### src/rtl/link_pm_pkg.sv
`timescale 1ns/1ps
package link_pm_pkg;

  typedef enum logic [1:0] {
    PM_OFF      = 2'd0,
    PM_LOCKING  = 2'd1,
    PM_ACTIVE   = 2'd2,
    PM_STALLED  = 2'd3
  } pm_state_t;

  // Link powered when locking or active
  function automatic logic powered(input pm_state_t s);
    return (s == PM_LOCKING) || (s == PM_ACTIVE);
  endfunction

endpackage

### src/rtl/lpm_sync.sv
`timescale 1ns/1ps
module lpm_sync #(
  parameter int WIDTH  = 1,
  parameter int STAGES = 2
) (
  input  logic             clk,
  input  logic             rst_n,
  input  logic [WIDTH-1:0] d,
  output logic [WIDTH-1:0] q
);

  logic [WIDTH-1:0] stg [STAGES];

  for (genvar i = 0; i < STAGES; i++) begin : g_stage
    if (i == 0) begin : g_first
      always_ff @(posedge clk or negedge rst_n) begin
        if (!rst_n) stg[0] <= '0;
        else        stg[0] <= d;
      end
    end else begin : g_next
      always_ff @(posedge clk or negedge rst_n) begin
        if (!rst_n) stg[i] <= '0;
        else        stg[i] <= stg[i-1];
      end
    end
  end

  assign q = stg[STAGES-1];

endmodule

### src/rtl/lpm_edge_mon.sv
`timescale 1ns/1ps
module lpm_edge_mon #(
  parameter int STALL_CYCLES = 64
) (
  input  logic clk,
  input  logic rst_n,
  input  logic ref_s,
  output logic ref_any,
  output logic ref_rise,
  output logic stall_det
);

  localparam int IDLE_W = $clog2(STALL_CYCLES + 1);
  localparam logic [IDLE_W-1:0] IDLE_LIM = IDLE_W'(STALL_CYCLES);

  logic              ref_d;
  logic [IDLE_W-1:0] idle_cnt;

  function automatic logic [IDLE_W-1:0] idle_next(input logic [IDLE_W-1:0] v,
                                                  input logic edge_seen);
    if (edge_seen)          return '0;
    else if (v >= IDLE_LIM) return IDLE_LIM;
    else                    return v + 1'b1;
  endfunction

  always_ff @(posedge clk or negedge rst_n) begin
    if (!rst_n) begin
      ref_d    <= 1'b0;
      idle_cnt <= '0;
    end else begin
      ref_d    <= ref_s;
      idle_cnt <= idle_next(idle_cnt, ref_any);
    end
  end

  assign ref_any   = ref_s ^ ref_d;
  assign ref_rise  = ref_s & ~ref_d;
  assign stall_det = (idle_cnt == IDLE_LIM);

  assert_idle_bound_R7: assert property (@(posedge clk) disable iff (!rst_n)
    idle_cnt <= IDLE_LIM);

  assert_stall_hold_R7: assert property (@(posedge clk) disable iff (!rst_n)
    (stall_det && !ref_any) |=> stall_det);

  assert_edge_clears_R7: assert property (@(posedge clk) disable iff (!rst_n)
    ref_any |=> !stall_det);

endmodule

### src/rtl/lpm_lock_cnt.sv
`timescale 1ns/1ps
module lpm_lock_cnt #(
  parameter int FULL_LOCK_EDGES  = 256,
  parameter int SHORT_LOCK_EDGES = 32
) (
  input  logic clk,
  input  logic rst_n,
  input  logic clear,
  input  logic use_short,
  input  logic count_en,
  output logic short_sel,
  output logic reached
);

  localparam int LOCK_W = $clog2(FULL_LOCK_EDGES + 1);
  localparam logic [LOCK_W-1:0] FULL_V  = LOCK_W'(FULL_LOCK_EDGES);
  localparam logic [LOCK_W-1:0] SHORT_V = LOCK_W'(SHORT_LOCK_EDGES);

  logic [LOCK_W-1:0] cnt;

  function automatic logic [LOCK_W-1:0] target_of(input logic short_mode);
    return short_mode ? SHORT_V : FULL_V;
  endfunction

  function automatic logic [LOCK_W-1:0] cnt_next(input logic [LOCK_W-1:0] v);
    return (v >= FULL_V) ? FULL_V : v + 1'b1;
  endfunction

  always_ff @(posedge clk or negedge rst_n) begin
    if (!rst_n) begin
      cnt       <= '0;
      short_sel <= 1'b0;
    end else if (clear) begin
      cnt       <= '0;
      short_sel <= use_short;
    end else if (count_en) begin
      cnt       <= cnt_next(cnt);
    end
  end

  assign reached = (cnt >= target_of(short_sel));

  assert_cnt_bound_R4: assert property (@(posedge clk) disable iff (!rst_n)
    cnt <= FULL_V);

  assert_clear_restarts_R8: assert property (@(posedge clk) disable iff (!rst_n)
    clear |=> (short_sel == $past(use_short)) && !reached);

endmodule

### src/rtl/link_pm_ctrl.sv
`timescale 1ns/1ps
module link_pm_ctrl
  import link_pm_pkg::*;
#(
  parameter int STALL_CYCLES     = 64,
  parameter int FULL_LOCK_EDGES  = 256,
  parameter int SHORT_LOCK_EDGES = 32
) (
  input  logic clk,
  input  logic rst_n,
  input  logic mode_s1,
  input  logic mode_s2,
  input  logic ref_clk,
  output logic link_en,
  output logic lock_done,
  output logic data_valid
);

  logic [1:0] mode_s;
  logic       mode_on;
  logic       ref_s;
  logic       ref_any;
  logic       ref_rise;
  logic       stall_det;
  logic       lock_clear;
  logic       lock_short;
  logic       short_sel;
  logic       lock_reached;
  pm_state_t  state, nxt;

  lpm_sync #(.WIDTH(2), .STAGES(2)) u_mode_sync (
    .clk(clk), .rst_n(rst_n), .d({mode_s2, mode_s1}), .q(mode_s));

  lpm_sync #(.WIDTH(1), .STAGES(2)) u_ref_sync (
    .clk(clk), .rst_n(rst_n), .d(ref_clk), .q(ref_s));

  assign mode_on = |mode_s;

  lpm_edge_mon #(.STALL_CYCLES(STALL_CYCLES)) u_edge_mon (
    .clk(clk), .rst_n(rst_n), .ref_s(ref_s),
    .ref_any(ref_any), .ref_rise(ref_rise), .stall_det(stall_det));

  lpm_lock_cnt #(.FULL_LOCK_EDGES(FULL_LOCK_EDGES),
                 .SHORT_LOCK_EDGES(SHORT_LOCK_EDGES)) u_lock_cnt (
    .clk(clk), .rst_n(rst_n), .clear(lock_clear), .use_short(lock_short),
    .count_en(ref_rise && (state == PM_LOCKING)),
    .short_sel(short_sel), .reached(lock_reached));

  always_comb begin
    nxt        = state;
    lock_clear = 1'b0;
    lock_short = 1'b0;
    if (!mode_on) begin
      nxt = PM_OFF;
    end else begin
      unique case (state)
        PM_OFF: if (ref_any) begin
          nxt        = PM_LOCKING;
          lock_clear = 1'b1;
        end
        PM_LOCKING: begin
          if (stall_det)         nxt = PM_STALLED;
          else if (lock_reached) nxt = PM_ACTIVE;
        end
        PM_ACTIVE: if (stall_det) nxt = PM_STALLED;
        PM_STALLED: if (ref_any) begin
          nxt        = PM_LOCKING;
          lock_clear = 1'b1;
          lock_short = 1'b1;
        end
        default: nxt = PM_OFF;
      endcase
    end
  end

  always_ff @(posedge clk or negedge rst_n) begin
    if (!rst_n) begin
      state     <= PM_OFF;
      lock_done <= 1'b0;
    end else begin
      state     <= nxt;
      lock_done <= (state == PM_LOCKING) && (nxt == PM_ACTIVE);
    end
  end

  assign link_en    = powered(state);
  assign data_valid = (state == PM_ACTIVE);

  assert_mode0_off_R1: assert property (@(posedge clk) disable iff (!rst_n)
    !mode_on |=> (state == PM_OFF) && !link_en);

  assert_lock_gate_R4: assert property (@(posedge clk) disable iff (!rst_n)
    $rose(data_valid) |-> $past(lock_reached));

  assert_done_pulse_R5: assert property (@(posedge clk) disable iff (!rst_n)
    lock_done |=> !lock_done);

  assert_done_active_R5: assert property (@(posedge clk) disable iff (!rst_n)
    lock_done |-> data_valid);

  assert_stall_drop_R7: assert property (@(posedge clk) disable iff (!rst_n)
    (mode_on && stall_det && link_en) |=> (state == PM_STALLED));

  assert_wake_short_R8: assert property (@(posedge clk) disable iff (!rst_n)
    (state == PM_STALLED && mode_on && ref_any) |=> (state == PM_LOCKING) && short_sel);

  assert_off_full_R9: assert property (@(posedge clk) disable iff (!rst_n)
    (state == PM_OFF && mode_on && ref_any) |=> (state == PM_LOCKING) && !short_sel);

endmodule

### config.mk
export PLATFORM = sky130hd
export DESIGN_NAME = link_pm_ctrl
export DESIGN_NICKNAME = d
export VERILOG_FILES = /design/src/rtl/link_pm_pkg.sv /design/src/rtl/lpm_sync.sv /design/src/rtl/lpm_edge_mon.sv /design/src/rtl/lpm_lock_cnt.sv /design/src/rtl/link_pm_ctrl.sv
export SDC_FILE = /design/constraint.sdc
export NUM_CORES = 1
export LEC_CHECK = 0
export CAP_MARGIN = 20
export CORE_UTILIZATION = 60
export DETAILED_ROUTE_END_ITERATION = 8
export GPL_TIMING_DRIVEN = 0
export PLACE_DENSITY_LB_ADDON = 0.2
export REMOVE_ABC_BUFFERS = 1
export SYNTH_ARGS = -nofsm -noshare
export SYNTH_HDL_FRONTEND = slang
export SYNTH_HIERARCHICAL = 1
export SYNTH_SLANG_ARGS = --single-unit
### constraint.sdc
create_clock -name clk -period 2.9 [get_ports clk]
set_input_delay 0.58 -clock clk [delete_from_list [all_inputs] [get_ports clk]]
set_output_delay 0.58 -clock clk [all_outputs]
set_load 0.03 [all_outputs]
Word-level counts from Yosys, hierarchy flattened --
Cells that the tools add are included.
Word-level totals: bits in registers 27, output and inout port bits 3, word-level logic and storage cells 47
Cells by class: add/sub/neg operators 2, order comparisons 3, equal/unequal tests 5, muxes and demuxes 17, bitwise logic cells 3, reductions and logical operators 7
Operator list (number):
- $mux W9 | 4
- $mux W7 | 2
- $mux W2 | 5
- $add A9 B1 Y9 const B | 1
- $ge A9 B9 Y1 | 1
- $ge A9 B9 Y1 const B | 1
- $add A7 B1 Y7 const B | 1
- $eq A7 B7 Y1 const B | 1
- $ge A7 B7 Y1 const B | 1
- $eq A2 B2 Y1 const B | 3
- $pmux W2 S3 | 1
- $mux W1 | 5
- $reduce_or A2 Y1 | 2
- $eq A2 B1 Y1 const B | 1
- $logic_and A1 B1 Y1 | 2
- $logic_not A2 Y1 | 1
- $reduce_bool A2 Y1 | 1
- $and A1 B1 Y1 | 1
- $logic_or A1 B1 Y1 | 1
- $not A1 Y1 | 1
- $xor A1 B1 Y1 | 1

Depth between registers and ports, before layout --
depth after elaboration 8, depth in mapped cells 8, mapped depth without buffers 8

Hierarchy --
The synthesis kept the hierarchy.
By module, submodules not included:
- lpm_lock_cnt | times used 1, cells each 63, area an instance 595.6 sq um
- lpm_edge_mon | times used 1, cells each 36, area an instance 371.6 sq um
- link_pm_ctrl | times used 1, cells each 24, area an instance 224.0 sq um
- lpm_sync at u_mode_sync | times used 1, cells each 6, area an instance 115.1 sq um
- lpm_sync at u_ref_sync | times used 1, cells each 2, area an instance 50.0 sq um

Worst setup path before layout --
OpenSTA, ideal clock, no wires.
kind reg2reg, from register u_lock_cnt.cnt[5], to register state[1], arrival 1.636 ns, data required time 2.774 ns, path slack 1.138 ns, stages on the path, launching flop included 7, path buffers 0, period minus slack after synthesis 1.762 ns, cells stage by stage dfrtp_1 inv_1 ha_1 nor4b_1 a2111oi_0 o21bai_1 o311a_1
Between the ends: cells in the longest elaborated chain, start to end 5
Ends and longest elaborated chain:
- start, declared | line lpm_lock_cnt.sv:19 | logic [LOCK_W-1:0] cnt;
- start signal, assigned | line lpm_lock_cnt.sv:37 | cnt <= cnt_next(cnt);
- $ge A9 B9 Y1 | line lpm_lock_cnt.sv:41 | assign reached = (cnt >= target_of(short_sel));
- named net lock_reached | line link_pm_ctrl.sv:28 | logic lock_reached;
- $mux W2 | line link_pm_ctrl.sv:63 | else if (lock_reached) nxt = PM_ACTIVE;
- $mux W2 | line link_pm_ctrl.sv:62 | if (stall_det) nxt = PM_STALLED;
- $pmux W2 S3 | line link_pm_ctrl.sv:56 | unique case (state)
- $mux W2 | line link_pm_ctrl.sv:53 | if (!mode_on) begin
- named net nxt[1] | line link_pm_ctrl.sv:29 | pm_state_t state, nxt;
- end signal, assigned | line link_pm_ctrl.sv:81 | state <= nxt;
- end, declared | line link_pm_ctrl.sv:29
The timed path passes the listed nets, and every way through them passes these cells. A chain may end at the register's enable or synchronous reset.

Worst setup path in the final report --
from register state[0], to output link_en
Between the ends: cells in the longest elaborated chain, start to end 2, elaborated cells between the ends (all ways) 3, those cells by class eq/ne: 2; reduce/logical: 1
Ends and longest elaborated chain:
- $eq A2 B1 Y1 / $eq A2 B2 Y1 (equally long branches) | line link_pm_pkg.sv:13 | return (s == PM_LOCKING) || (s == PM_ACTIVE);
- $logic_or A1 B1 Y1 (*) | line link_pm_pkg.sv:13
- end, declared | line link_pm_ctrl.sv:14 | output logic link_en,
Mark *: on every way between the ends. The rest lies on a longest branch, timed or not.

==> impl_metrics.json <==
{
  "dieArea_um2": 2450,
  "routed_via_density": 5.96,
  "total_power_w": 0.000975,
  "cts-root-buf": "clkbuf_4",
  "insertion_delay_ns": 0.32,
  "fp-row-count": 16,
  "finalCritPeriodShare_pct": 87.0,
  "cts.repair.resized": 0,
  "worst-path-buf-inv": 3,
  "hold_viol_final": 0,
  "cts_inserted_buffers": 3,
  "r2r-start": "state[1]$_DFF_PN0_",
  "setup_viol": 0,
  "holdBufCountCts": 0,
  "synth_top_area_share_pct": 49.8,
  "crit_path_cell_trace": "inv_1 > ha_1 > inv_1 > clkdlybuf4s50_1",
  "antenna_found_initial": 0,
  "cts_sinks": 27,
  "yosys_warnings": 6,
  "crit_fanout": 5,
  "die_h_um": 49.5,
  "maxCapViolCount": 0,
  "synth_cells": 131,
  "synth_commonest_cells": "dfrtp_1, inv_1, a21oi_1",
  "fmax_ghz": 0.396,
  "drtAntennaViolNets": 0,
  "hold_path.class": "flop to flop",
  "synth_seq_cells": 27,
  "antennaDiodeCount": 0,
  "min_to": "u_mode_sync/q[0]$_DFF_PN0_",
  "max-slew-margin-rel_pct": 66.3,
  "num_vias": 990,
  "coreArea_um2": 2040,
  "syn_to_final_growth_pct": 10.2,
  "fin_skew_ns": 0.00411,
  "critPathTopFamily": "buffers and inverters",
  "netlist_area_um2": 1360,
  "cts.clk_slew.worst_paths_ns": 0.15,
  "rsz0062_at_grt": "false",
  "maxSlewViolCount": 0,
  "min_from": "u_mode_sync/stg[2]$_DFF_PN0_",
  "tightest_slew_ns": 0.504,
  "grt_pass1_wl_mm": 4.27,
  "routed_wl_mm": 2.39,
  "peakVddDrop_mv": 0.557,
  "crit_required_ns": 2.32,
  "synth.most_common_cell": "dfrtp_1",
  "cp-end-kind": "output pin",
  "worst_setup_path_start_kind": "flop",
  "grt_pass1_vias": 970,
  "synth_edf_count": 0,
  "synth_ff_type": "dfrtp_1",
  "synth.avg_cell_area_um2": 10.4,
  "ys_seq_area_share_pct": 49.8,
  "r2r_end": "u_lock_cnt/cnt[4]$_DFFE_PN0P_",
  "drive_gt1_share_pct": 10.8,
  "die_w_um": 49.5,
  "worstPathArrival_ns": 1.94,
  "grt_max_degree": 20,
  "worstRegToRegCells": 6,
  "pwr_density_cell_nw_per_um2": 652,
  "drcViolationCount": 0,
  "cellLeakagePower_nw": 0.656,
  "routabilityCongestion": 0.837,
  "dr.pass1.iters": 4,
  "path_common_cell": "inv_1",
  "htreeDepth": 1,
  "initial_core_util_pct": 66.4,
  "yosysTopAreaCell": "dfrtp_1",
  "setup_tns_ns": 0,
  "crit_type": "flop to output pin",
  "period_needed_ns": 2.52,
  "yosys.cell_types.count": 42,
  "holdPathStages": 0,
  "crit_slowest_cell": "clkdlybuf4s50_1",
  "wl_per_cell_um": 14.4,
  "r2r_slack_ns": 0.90,
  "gr-total-overflow": 0,
  "cts_tree": "built",
  "io_buffers": 7,
  "drtIter0Drc": 38,
  "post_cts_buffers": 0,
  "io_pins": 8,
  "grtUsageTotal_pct": 23.0,
  "nNetsFinal": 155,
  "synth-async-reset-ratio_pct": 100,
  "place_hpwl_mm": 1.77,
  "outcome": "finished, final reports clean",
  "cts_buffer_depth": 2,
  "slowest_delay_ns": 0.67,
  "fillers": 158,
  "synthTopCellsByArea": "dfrtp_1, ha_1, a21oi_1"
}
[metrics by stage]
step	utilization [%]	instance area [um^2]	std cells	hold slack, ns	worst slack [ns]
after floorplan	-	1330	127	0.284	1.14
after global placement	70.3	1440	161	0.335	0.758
after detailed placement	71.7	1460	162	0.337	0.740
after CTS	73.2	1500	166	0.371	0.362
after global routing	73.2	1500	166	0.377	0.271
final	73.2	1500	166	0.368	0.376
[logic make-up after synthesis]
kind of cell | Yosys count | share of synthesized area, %
buf+inv | 18 | 5.63
fa+ha+maj | 10 | 9.23
compound gates | 28 | 13.3
simple gates | 43 | 18.5
flops | 27 | 49.8
xor+xnor | 3 | 1.94
mux | 2 | 1.66
[metal layers]
layer,GRT usage (%),wire (um),vias up
met1,29.4,1070,470
met5,0,0,-
met3,6.79,154,4
met2,37.6,1130,37
met4,7.14,37,0
li1,-,-,479
[report_power, final]
part	leakage (nW)	switching, W	internal [W]
registers	0.355	0.0000472	0.000417
logic	0.283	0.000199	0.000145
clock network	0.0183	0.000111	0.0000562
total	0.656	0.000357	0.000618
[worst max path at each step]
stage                                  start                 end  slack, ns  cells past startpoint
2_1_floorplan  u_lock_cnt/cnt[5]$_DFFE_PN0P_  state[1]$_DFF_PN0_       1.14                      6
3_3_place_gp              state[0]$_DFF_PN0_             link_en       0.76                      4
3_5_place_dp              state[0]$_DFF_PN0_             link_en       0.74                      4
4_1_cts                   state[0]$_DFF_PN0_             link_en       0.36                      4
5_1_grt                   state[0]$_DFF_PN0_             link_en       0.27                      4
6_report                  state[0]$_DFF_PN0_             link_en       0.38                      4
[flip-flops by register name (all words and copies together), names as in the netlist]
signal	flops
u_edge_mon/idle_cnt	7
lock_done	1
u_lock_cnt/short_sel	1
u_edge_mon/ref_d	1
u_mode_sync/stg	2
state	2
u_ref_sync/q	1
u_lock_cnt/cnt	9
u_ref_sync/stg	1
u_mode_sync/q	2
[layout make-up]
class | count | area (um^2) | share of cell area (%)
Clock inverter | 1 | 8.76 | 0.586
Clock buffer | 3 | 22.5 | 1.51
Multi-Input combinational cell | 86 | 604 | 40.4
Timing Repair Buffer | 8 | 97.6 | 6.53
Tap cell | 27 | 33.8 | 2.26
Sequential cell | 27 | 676 | 45.2
Inverter | 14 | 52.6 | 3.51
[cells in the final DEF (no fill, tap or decap), types with 2 or more instances in the layout]
cell type,Yosys,routed
dfrtp_1,27,27
inv_1,13,13
a21oi_1,11,11
ha_1,10,10
nand2_1,8,8
clkdlybuf4s50_1,0,7
o21ai_0,6,6
nor2_1,6,6
and3_1,5,5
nand3_1,4,4
clkbuf_4,0,3
or4_1,3,3
xor2_1,2,2
o311ai_0,2,2
a31oi_1,2,2
mux2_2,2,2
nand4_1,2,2
[worst register-to-register path, stage by stage, from the launching register on]
cell	delay [ns]
dfrtp_1	0.47
inv_2	0.09
ha_1	0.21
and2_1	0.34
nand2b_2	0.16
or4b_1	0.52
a21oi_1	0.16
Note: power is estimated with default switching activity, not from simulation.
